File: config.mk
export PLATFORM = sky130hd
export DESIGN_NAME = msgdb_unit
export DESIGN_NICKNAME = d
export VERILOG_FILES = /design/src/rtl/msgdb_pkg.sv /design/src/rtl/msgdb_rst_sync.sv /design/src/rtl/msgdb_dir.sv /design/src/rtl/msgdb_unit.sv
export SDC_FILE = /design/constraint.sdc
export NUM_CORES = 1
export LEC_CHECK = 0
export ABC_CLOCK_PERIOD_IN_PS = 8250
export CORE_ASPECT_RATIO = 1.5
export CORE_UTILIZATION = 56
export DETAILED_ROUTE_END_ITERATION = 7
export PLACE_DENSITY = 0.81
export SYNTH_ARGS = -nofsm -noshare
export SYNTH_HDL_FRONTEND = slang
export SYNTH_SLANG_ARGS = --single-unit
File: constraint.sdc
create_clock -name clk -period 8.25 [get_ports clk]
set_input_delay 2.475 -clock clk [delete_from_list [all_inputs] [get_ports clk]]
set_output_delay 2.475 -clock clk [all_outputs]
set_load 0.005 [all_outputs]
File: src/rtl/msgdb_pkg.sv
package msgdb_pkg;

  // Word offsets, identical on both ports (roles seen from the accessing side)
  localparam logic [2:0] A_MSG0    = 3'd0;
  localparam logic [2:0] A_MSG1    = 3'd1;
  localparam logic [2:0] A_DB_SEND = 3'd2;
  localparam logic [2:0] A_PEER0   = 3'd3;
  localparam logic [2:0] A_PEER1   = 3'd4;
  localparam logic [2:0] A_DB_ACK  = 3'd5;
  localparam logic [2:0] A_STAT    = 3'd6;
  localparam logic [2:0] A_MASK    = 3'd7;

  localparam int N_MSG = 2;

  // Status bit positions
  localparam int SB_DB   = 3;
  localparam int SB_MCHK = 4;
  localparam int SB_POST = 5;
  localparam int SB_POVF = 7;
  localparam int SB_FOVF = 8;

  localparam int IN_STAT_W  = 9;
  localparam int OUT_STAT_W = 6;

  localparam logic [IN_STAT_W-1:0] IN_IMPL =
    IN_STAT_W'((1 << 0) | (1 << 1) | (1 << SB_DB) | (1 << SB_MCHK) |
               (1 << SB_POST) | (1 << SB_POVF) | (1 << SB_FOVF));
  localparam logic [OUT_STAT_W-1:0] OUT_IMPL =
    OUT_STAT_W'((1 << 0) | (1 << 1) | (1 << SB_DB) | (1 << SB_POST));

endpackage

File: src/rtl/msgdb_rst_sync.sv
module msgdb_rst_sync (
  input  logic clk,
  input  logic rst_n,
  output logic rst_q
);
  logic stage_q;

  always_ff @(posedge clk or negedge rst_n) begin
    if (!rst_n) begin
      stage_q <= 1'b0;
      rst_q   <= 1'b0;
    end else begin
      stage_q <= 1'b1;
      rst_q   <= stage_q;
    end
  end
endmodule

File: src/rtl/msgdb_dir.sv
// One signalling direction: sender writes messages / rings doorbell,
// receiver acknowledges, clears status and owns the mask.
module msgdb_dir
  import msgdb_pkg::*;
#(
  parameter int                DW          = 32,
  parameter int                STAT_W      = IN_STAT_W,
  parameter logic [STAT_W-1:0] IMPL        = IN_IMPL,
  parameter logic [DW-1:0]     DB_SET_MASK = '1
) (
  input  logic                    clk,
  input  logic                    rst_n,
  input  logic [N_MSG-1:0]        msg_we,
  input  logic                    db_set_we,
  input  logic [DW-1:0]           snd_wdata,
  input  logic                    db_clr_we,
  input  logic                    stat_clr_we,
  input  logic                    mask_we,
  input  logic [DW-1:0]           rcv_wdata,
  input  logic [STAT_W-1:0]       ext_stat,
  output logic [N_MSG-1:0][DW-1:0] msg_q,
  output logic [DW-1:0]           db_q,
  output logic [STAT_W-1:0]       stat,
  output logic [STAT_W-1:0]       mask_q,
  output logic                    irq
);

  logic [N_MSG-1:0]  sm_q, sm_d;
  logic              sm_en;
  logic [DW-1:0]     db_d;
  logic              db_en;
  logic [STAT_W-1:0] mask_d;

  // next-state
  always_comb begin
    sm_en  = stat_clr_we | (|msg_we);
    sm_d   = (sm_q & ~(stat_clr_we ? rcv_wdata[N_MSG-1:0] : '0)) | msg_we;
    db_en  = db_clr_we | db_set_we;
    db_d   = (db_q & ~(db_clr_we ? rcv_wdata : '0)) |
             (db_set_we ? (snd_wdata & DB_SET_MASK) : '0);
    mask_d = rcv_wdata[STAT_W-1:0] & IMPL;
  end

  // registers
  generate
    for (genvar i = 0; i < N_MSG; i++) begin : g_msg
      always_ff @(posedge clk or negedge rst_n) begin
        if (!rst_n)         msg_q[i] <= '0;
        else if (msg_we[i]) msg_q[i] <= snd_wdata;
      end
    end
  endgenerate

  always_ff @(posedge clk or negedge rst_n) begin
    if (!rst_n) begin
      sm_q   <= '0;
      db_q   <= '0;
      mask_q <= IMPL;
    end else begin
      if (sm_en)   sm_q   <= sm_d;
      if (db_en)   db_q   <= db_d;
      if (mask_we) mask_q <= mask_d;
    end
  end

  // status view and interrupt
  always_comb begin
    stat              = ext_stat & IMPL;
    stat[N_MSG-1:0]   = sm_q;
    stat[SB_DB]       = |db_q;
    irq               = |(stat & ~mask_q);
  end

endmodule

File: src/rtl/msgdb_unit.sv
module msgdb_unit
  import msgdb_pkg::*;
#(
  parameter int DW         = 32,
  parameter int LOCAL_DB_W = 29
) (
  input  logic          clk,
  input  logic          rst_n,
  input  logic          h_we,
  input  logic [2:0]    h_addr,
  input  logic [DW-1:0] h_wdata,
  output logic [DW-1:0] h_rdata,
  input  logic          l_we,
  input  logic [2:0]    l_addr,
  input  logic [DW-1:0] l_wdata,
  output logic [DW-1:0] l_rdata,
  input  logic          ev_mcheck,
  input  logic          ev_in_post,
  input  logic          ev_in_post_ovf,
  input  logic          ev_free_ovf,
  input  logic          ev_out_post,
  output logic          host_irq,
  output logic          loc_irq
);

  localparam logic [DW-1:0] LOC_DB_MASK =
    {{(DW-LOCAL_DB_W){1'b0}}, {LOCAL_DB_W{1'b1}}};

  logic rst_q;

  logic [N_MSG-1:0][DW-1:0] in_msg, out_msg;
  logic [DW-1:0]            in_db, out_db;
  logic [IN_STAT_W-1:0]     in_stat, in_mask, in_ext;
  logic [OUT_STAT_W-1:0]    out_stat, out_mask, out_ext;

  logic h_msg0, h_msg1, h_ring, h_ack, h_sclr, h_mwr;
  logic l_msg0, l_msg1, l_ring, l_ack, l_sclr, l_mwr;

  msgdb_rst_sync u_rst (.clk(clk), .rst_n(rst_n), .rst_q(rst_q));

  // write decode
  always_comb begin
    h_msg0 = h_we && (h_addr == A_MSG0);
    h_msg1 = h_we && (h_addr == A_MSG1);
    h_ring = h_we && (h_addr == A_DB_SEND);
    h_ack  = h_we && (h_addr == A_DB_ACK);
    h_sclr = h_we && (h_addr == A_STAT);
    h_mwr  = h_we && (h_addr == A_MASK);
    l_msg0 = l_we && (l_addr == A_MSG0);
    l_msg1 = l_we && (l_addr == A_MSG1);
    l_ring = l_we && (l_addr == A_DB_SEND);
    l_ack  = l_we && (l_addr == A_DB_ACK);
    l_sclr = l_we && (l_addr == A_STAT);
    l_mwr  = l_we && (l_addr == A_MASK);
  end

  always_comb begin
    in_ext           = '0;
    in_ext[SB_MCHK]  = ev_mcheck;
    in_ext[SB_POST]  = ev_in_post;
    in_ext[SB_POVF]  = ev_in_post_ovf;
    in_ext[SB_FOVF]  = ev_free_ovf;
    out_ext          = '0;
    out_ext[SB_POST] = ev_out_post;
  end

  msgdb_dir #(
    .DW(DW), .STAT_W(IN_STAT_W), .IMPL(IN_IMPL), .DB_SET_MASK('1)
  ) u_in (
    .clk(clk), .rst_n(rst_q),
    .msg_we({h_msg1, h_msg0}), .db_set_we(h_ring), .snd_wdata(h_wdata),
    .db_clr_we(l_ack), .stat_clr_we(l_sclr), .mask_we(l_mwr), .rcv_wdata(l_wdata),
    .ext_stat(in_ext),
    .msg_q(in_msg), .db_q(in_db), .stat(in_stat), .mask_q(in_mask), .irq(loc_irq)
  );

  msgdb_dir #(
    .DW(DW), .STAT_W(OUT_STAT_W), .IMPL(OUT_IMPL), .DB_SET_MASK(LOC_DB_MASK)
  ) u_out (
    .clk(clk), .rst_n(rst_q),
    .msg_we({l_msg1, l_msg0}), .db_set_we(l_ring), .snd_wdata(l_wdata),
    .db_clr_we(h_ack), .stat_clr_we(h_sclr), .mask_we(h_mwr), .rcv_wdata(h_wdata),
    .ext_stat(out_ext),
    .msg_q(out_msg), .db_q(out_db), .stat(out_stat), .mask_q(out_mask), .irq(host_irq)
  );

  function automatic logic [DW-1:0] pick(
    input logic [2:0]               a,
    input logic [N_MSG-1:0][DW-1:0] snd_msg,
    input logic [DW-1:0]            snd_db,
    input logic [N_MSG-1:0][DW-1:0] rcv_msg,
    input logic [DW-1:0]            rcv_db,
    input logic [DW-1:0]            rcv_stat,
    input logic [DW-1:0]            rcv_mask
  );
    case (a)
      A_MSG0:    return snd_msg[0];
      A_MSG1:    return snd_msg[1];
      A_DB_SEND: return snd_db;
      A_PEER0:   return rcv_msg[0];
      A_PEER1:   return rcv_msg[1];
      A_DB_ACK:  return rcv_db;
      A_STAT:    return rcv_stat;
      default:   return rcv_mask;
    endcase
  endfunction

  always_comb begin
    h_rdata = pick(h_addr, in_msg, in_db, out_msg, out_db,
                   {{(DW-OUT_STAT_W){1'b0}}, out_stat},
                   {{(DW-OUT_STAT_W){1'b0}}, out_mask});
    l_rdata = pick(l_addr, out_msg, out_db, in_msg, in_db,
                   {{(DW-IN_STAT_W){1'b0}}, in_stat},
                   {{(DW-IN_STAT_W){1'b0}}, in_mask});
  end

endmodule

After elaboration in Yosys (flattened, before gate mapping)
Index checks and enable logic that the tools add are counted.
{ "totals": {"inputBits": 79, "elab_cells": 74, "out_inout_bits": 66, "regBits": 209} }
{ "classes": {"n_reduce_logical": 20, "bitwise_logic": 20, "eq_ne": 14, "mux": 8} }
{ "ops": {"columns": ["op", "count"], "rows": [
  ["case mux 32 bit (7 select lines)", 2],
  ["two-way mux 32 bit", 3],
  ["AND 32 bit", 2],
  ["inverter 32 bit", 2],
  ["bitwise OR 32 bit", 2],
  ["OR reduction 32 bit", 2],
  ["two-way mux 29 bit", 1],
  ["equality test 3 bit, second input constant", 8],
  ["equality test 3 x 2 -> 1 bit, second input constant", 4],
  ["logical AND 1 bit", 12],
  ["AND 9 bit", 1],
  ["inverter 9 bit", 1],
  ["OR reduction 9 bit", 1],
  ["AND 6 bit", 1],
  ["equality test 3 x 1 -> 1 bit, second input constant", 2],
  ["logical NOT 3 bit", 2],
  ["inverter 6 bit", 1],
  ["OR reduction 6 bit", 1],
  ["AND 2 bit", 2],
  ["two-way mux 2 bit", 2],
  ["inverter 2 bit", 2],
  ["bitwise OR 1 bit", 4],
  ["bitwise OR 2 bit", 2],
  ["OR reduction 2 bit", 2]
]} }

Longest topological paths before layout
Gate-level depths: netlist of run 1.
{ "logic_depth": {"word_depth": 6, "mapped_depth": 8, "mapped_depth_nobuf": 4} }

Cells and area by module
Synthesis of run 1 repeated with hierarchy kept, for this count alone.
{ "unflattened": {"cells_unflattened": 1029, "area_unflattened_um2": 12171.7} }
{ "by_module_without_submodules": {"columns": ["mod", "area_per_inst_um2", "seq_area_each_um2", "instances", "cells_each"], "rows": [
  ["msgdb_dir (u_in)", 4393.0, 2636.3, 1, 291],
  ["msgdb_dir (u_out)", 4204.0, 2557.5, 1, 275],
  ["msgdb_unit", 3520.9, 0.0, 1, 460],
  ["msgdb_rst_sync", 53.8, 50.0, 1, 3]
]} }

Worst setup path after synthesis of run 1
OpenSTA, ideal clock, no wires.
{ "synth_timing": {"path_kind": "input to output", "from": "in l_addr[1]", "to": "out l_rdata[4]", "setup_slack_ns": 2.204, "required_time_ns": 5.775, "n_path_buf": 3, "path_stages": 5, "arrival_time_ns": 3.571, "path_cell_list": "buf_6 > buf_2 > buf_2 > mux4_2 > mux2_2"} }
{ "synth_via": {"elab_chain_len": 2, "elab_cells_between_ends": 8, "cone_classes": "6 x eq/ne; 1 x mux; 1 x reduce/logical"} }
{ "synth_lines": {"columns": ["item", "line_no", "text"], "rows": [
  ["start: declaration", "msgdb_unit.sv:14", "input logic [2:0] l_addr,"],
  ["equality test 3 bit, or another cell as far along", "msgdb_unit.sv:96", "case (a)"],
  ["case mux 32 bit (7 select lines) *", "msgdb_unit.sv:96", null],
  ["end: declaration", "msgdb_unit.sv:16", "output logic [DW-1:0] l_rdata,"]
]} }
Every way passes the cells marked *; elsewhere a longest branch is shown, timed or not.

Final worst setup path of run 1
{ "layout_timing": {"from": "in l_addr[1]", "to": "out l_rdata[2]"} }
The elaborated chain is that of the path after synthesis.

==> results.md, run 1 <==
* Crit. End Element: primary output
* Period minus WS final at 7.45 ns
* CP Cell Sequence: clkdlybuf4s50_1 > and2b_1 > nor2b_2 > buf_4 > a22oi_1 > nand3_1 > clkdlybuf4s50_1
* Layout area overhead at 20.6%
* Sinks on Clock Net at 209
* Routed Antenna Nets at 0
* Clock latency at the later pin of the worst-skew pair at 0.50 ns
* Crit start category: input pin
* Hold_buf cts at 0
* Fraction of the mapped netlist area in simple logic gates at 9.16%
* HP Class: register to register
* Max Cap Viol at 0
* I/O pin count at 145
* Port-buffer cells at 144
* Top cell types by occurrence after synthesis: dfrtp_1, a22oi_1, mux2_2
* Vias at 9252
* P_int at 2190 µW
* First-pass GRT wire length at 52.1 mm
* Synth area leader: dfrtp_1
* Final setup vio count at 0
* Die width at 115 µm
* Die ar. at 19600 µm²
* Clock power frac at 30.3%
* Synth Flop Type: dfrtp_1
* Die height at 171 µm
* Max-slew violation count at 0
* Top-count cell post-synth: dfrtp_1
* Vias/cell at 7.04
* DRC Markers at 0
* Mux contribution to synthesized area at 17.1%
* Adder-cell share of the synthesized area at 0%
* Synth area leaders: dfrtp_1, a22oi_1, mux2_2, mux2_1, a22o_1
* Max VDD drop at 204 µV
* Crit-path max cell delay at 0.68 ns
* Max Fclk at 134 MHz
* Clock Skews at 0.00864 ns
* Relative slew slack at 21.1%
* Syn. warnings at 0
* Worst path required time at 5.78 ns
* Sw Share at 28.9%
* Root buffer cell: clkbuf_16
* Vias in the first global route at 9360
* Hpwl dp at 21.0 mm
* Placer Congestion at 0.902
* H-tree lvl count at 1
* Detailed Routing Iterations Pass 1 at 6
* Routed WL per cell at 25.5 µm
* Final worst path period share at 90.3%
* Synth Cell Area at 10700 µm²
* Tightest Pin Transition at 1.18 ns
* NetSw at 892 µW
* Grt ovf at 0
* Post-synth EDFFs at 0
* Core area at 18600 µm²
* Lkg Pwr at 0.00525 µW
* Synth Register Bits at 209
* Clk buf depth at 3
* Share of cells above drive strength 1 at 16.9%
* Fill cells at 1420
* Post-synth top area share at 46.4%
* TritonCTS clock tree: built
* Worst-path clk slew at 0.06 ns
* Pwr per Cell Area at 239 nW/µm²
* Synth Area per Inst at 11.5 µm²
* Total CTS buffers at 21
* Post-Synth XOR/XNOR Area at 0%
* RSZ-0062 raised after global routing: false
* Initial Util at 57.4%
* Netlist cell types at 53
* Post-CTS resize count at 0
* Run status: finished, final reports clean
* Area of the multi-input gates at 4960 µm²
* Final nets at 1128
* Hold Violations, Final at 0
* Iter 0 DRT Violations at 1269
* Slowest stage cell, crit path: clkdlybuf4s50_1
* Setup TNS at 0 ns
* Async set-reset flop share out of synthesis at 100%
* CP Class: input pin to primary output
* GRT Util Overall at 35.1%
* Largest net degree at the start of global routing at 78
* Initial antenna violation count at 1
* Worst path most repeated cell: clkdlybuf4s50_1
* Routed WL at 33.5 mm
* Crit-path max FO at 25
* Gate power share at 21.2%
* Sequential-to-total area share from yosys stat at 49.1%
* Core Rows at 61
* Reg power frac at 48.5%
* Compound-Gate Fraction of Synth Area at 19.9%
* Net Count, Synth at 1011
* Reg area at 5250 µm²
* Post-Synthesis Cells at 932
* DP Worst Slack at 0.890 ns
* Min setup slack post-route at 0.803 ns
* Main combinational cell family by area after synthesis: compound AO/OA/AOI/OAI gates
* Critical Path AT at 4.97 ns
* Post-CTS Setup Bufs at 0
[metrics by stage]
stage / hold slack (ns) / utilization (%) / cell area (µm²) / total power (µW) / instances
floorplan: 0.331 / - / 10700 / 1800 / 932
global placement: 0.343 / 65.6 / 12200 / 2120 / 1278
detailed placement: 0.348 / 65.6 / 12200 / 2150 / 1278
CTS: 0.362 / 69.2 / 12900 / 3070 / 1314
global route: 0.363 / 69.2 / 12900 / 3200 / 1315
finish: 0.355 / 69.2 / 12900 / 3080 / 1315
[registers in the layout, indices dropped and copies added, names as in the netlist]
name / count
u_in.msg_q: 64
u_out.msg_q: 64
u_in.db_q: 32
u_out.db_q: 32
u_in.mask_q: 7
u_out.mask_q: 4
u_in.sm_q: 2
u_out.sm_q: 2
u_rst.rst_q: 1
u_rst.stage_q: 1
[layer usage]
metal	GRT usage, %	routed length (µm)	up-vias	part of all wire [%]
met5	0	0	-	0
met1	43.5	12000	4569	36
li1	-	-	3829	-
met3	5.60	3480	158	10
met2	57.2	16100	696	48
met4	21.8	1900	0	5.7
[path summary, 6_finish.rpt]
check,start,slack (ns),depth (start not counted),endpoint
min in group asynchronous,u_rst.rst_q,0.41,0,u_in.msg_q[55]
worst max-delay path,l_addr[1],0.80,7,l_rdata[2]
worst min register to register,u_rst.stage_q,0.35,0,u_rst.rst_q
worst max register to register,u_rst.rst_q,6.36,1,u_out.msg_q[7]
worst min-delay path,u_rst.stage_q,0.35,0,u_rst.rst_q
max in group asynchronous,rst_n,5.97,1,u_rst.rst_q
[worst max-delay path: cells and delay by family]
family,cells,cell delay (ns)
buffers and inverters,3,1.58
and+or+nand+nor,3,0.74
AOI/OAI and AO/OA,1,0.16
[cell type report]
type	count	area share (%)
timing repair buffer	170	12.8
tap	252	2.45
clock buffer	34	4.84
clock inverter	2	0.291
inverter	13	0.379
multi-input combinational	634	38.5
antenna	1	0.0194
sequential	209	40.7
[cells in the final DEF (no fill, tap or decap), types with 4 or more instances in the layout]
master           count
o32ai_1              4
inv_1               12
clkbuf_1             8
nand2_1             71
dfrtp_1            197
clkbuf_16           21
a21oi_1              6
mux2i_1             11
a211oi_1             5
a22oi_1            159
o21ai_0             20
and2_1               5
o22ai_1              4
clkbuf_8             5
nor2_1              11
o221ai_1             5
mux2_1              49
buf_4               25
nand4_1              8
nand3_1             57
a22o_1              61
a21o_1               4
mux4_2               5
mux2_2              93
dfstp_2             11
nor4_1              16
clkdlybuf4s50_1    144
[logic make-up after synthesis]
logic type             after synthesis
other                                1
AO/OA/AOI/OAI                      280
flip-flops                         209
buffers and inverters               89
multiplexers                       158
AND/OR/NAND/NOR                    195
[power groups by stage]
stage | Clock, µW | Sequential [µW] | Combinational [µW]
floorplan | 0 | 1420 | 374
global placement | 0 | 1490 | 629
detailed placement | 0 | 1500 | 645
CTS | 938 | 1480 | 650
global route | 981 | 1520 | 702
finish | 933 | 1490 | 652
Note: power is estimated with default switching activity, not from simulation.
==> inputs of run 2 (changes only) <==
Settings changed: CTS_CLUSTER_SIZE set to 8.
==> results.md, run 2 (synthesized netlist as in run 1, its figures left out) <==
* Run status: finished, final reports clean
* Uppermost layer routed: met4
* Die ar. at 19600 µm²
* Critical Path AT at 4.98 ns
* Root buffer cell: clkbuf_16
* Port-buffer cells at 144
* Crit start category: input pin
* Worst-path clk slew at 0.05 ns
* Detailed Routing Iterations Pass 1 at 6
* Post-CTS resize count at 0
* Vias at 9451
* Met3 WL at 3.21 mm
* HP Class: register to register
* Core Rows at 61
* Iter 0 DRT Violations at 1082
* Tightest Pin Transition at 1.20 ns
* Sink of the worst hold path: u_rst.rst_q
* TritonCTS clock tree: built
* Post-CTS Setup Bufs at 0
* Die height at 171 µm
* Crit-path max FO at 25
* Cell count of the worst hold path at 0
* Min setup slack post-route at 0.791 ns
* RSZ-0062 raised after global routing: false
* Most frequent cells in the layout: dfrtp_1, a22oi_1, clkdlybuf4s50_1, mux2_2, nand2_1
* Reg-to-Reg Start: u_rst.rst_q
* Initial Util at 57.4%
* Sinks on Clock Net at 209
* Worst path required time at 5.78 ns
* DP Worst Slack at 0.890 ns
* Share of cells above drive strength 1 at 17.0%
* Clock Skews at 0.0274 ns
* Clk buf depth at 3
* Max Cap Viol at 0
* Met2 WL at 16.7 mm
* Hold_buf cts at 0
* Period minus WS final at 7.46 ns
* Setup TNS at 0 ns
* FF-to-FF End: u_in.msg_q[45]
* Core area at 18600 µm²
* Biggest regs: u_in.msg_q: 64 flops, u_out.msg_q: 64 flops
* Lkg Pwr at 0.00534 µW
* Final worst path period share at 90.4%
* Final nets at 1137
* Worst hold start: u_rst.stage_q
* CP Class: input pin to primary output
* Worst-case reg-to-reg path depth at 1
* Met1 wire length at 12.4 mm
* Initial antenna violation count at 1
* Hold Violations, Final at 0
* I/O pin count at 145
* Largest net degree at the start of global routing at 78
* Reg2reg setup slack at 6.36 ns
* Routed WL per cell at 25.7 µm
* Grt ovf at 0
* Pwr per Cell Area at 250 nW/µm²
* Max Fclk at 134 MHz
* Hpwl dp at 21.0 mm
* Routed WL at 34.3 mm
* Placer Congestion at 0.902
* Routed Antenna Nets at 0
* Final setup vio count at 0
* Crit. End Element: primary output
* Max VDD drop at 203 µV
* Die width at 115 µm
* Clock latency at the later pin of the worst-skew pair at 0.56 ns
* Finished Core Util at 70.3%
* First-pass GRT wire length at 53.2 mm
* Hold_ws at 0.351 ns
* Most common cell after layout, fill and taps aside: dfrtp_1
* H-tree lvl count at 1
* Total CTS buffers at 30
* Relative slew slack at 19.9%
* Vias/cell at 7.08
* DRC Markers at 0
* Vias in the first global route at 9625
* Max-slew violation count at 0
* Overall power at 3280 µW
* Layout area overhead at 22.5%
* GRT Util Overall at 35.9%
-- run 2: critical path: stages --
cell and delay (ns):
clkdlybuf4s50_1 0.68, and2b_1 0.41, nor2b_2 0.17, buf_4 0.39
a22oi_1 0.17, nand3_1 0.16, clkdlybuf4s50_1 0.51
-- run 2: power by group --
group          switching (µW)  internal, µW
logic                     271           385
clock network             442           679
registers                 242          1260
-- run 2: worst max path at each step --
stage | startpoint | to | slack [ns] | depth (start not counted)
2_1_floorplan | u_rst.rst_q | u_in.db_q[0] | 2.01 | 0
3_3_place_gp | l_addr[0] | l_rdata[3] | 0.89 | 6
3_5_place_dp | l_addr[1] | l_rdata[2] | 0.89 | 7
4_1_cts | l_addr[1] | l_rdata[2] | 0.87 | 7
5_1_grt | l_addr[1] | l_rdata[2] | 0.71 | 7
6_report | l_addr[1] | l_rdata[2] | 0.79 | 7
-- run 2: metal layers --
metal	up-vias	track usage, %
li1	3858	-
met1	4730	43.5
met2	684	58.6
met3	179	6.80
met4	0	23.1
met5	-	0
-- run 2: per-stage QoR --
stage / instances / instance area, µm²
final: 1335 / 13100
after global placement: 1278 / 12200
after detailed placement: 1278 / 12200
after floorplan: 932 / 10700
after CTS: 1334 / 13100
after global routing: 1335 / 13100
-- run 2: layout make-up --
class                      count  area [µm²]
sequential                   209        5250
clock buffer                  54         841
fill                        1397        5530
inverter                      13        48.8
multi-input combinational    634        4960
clock inverter                 2        25.0
tap                          252         315
antenna                        1        2.50
timing repair buffer         170        1650
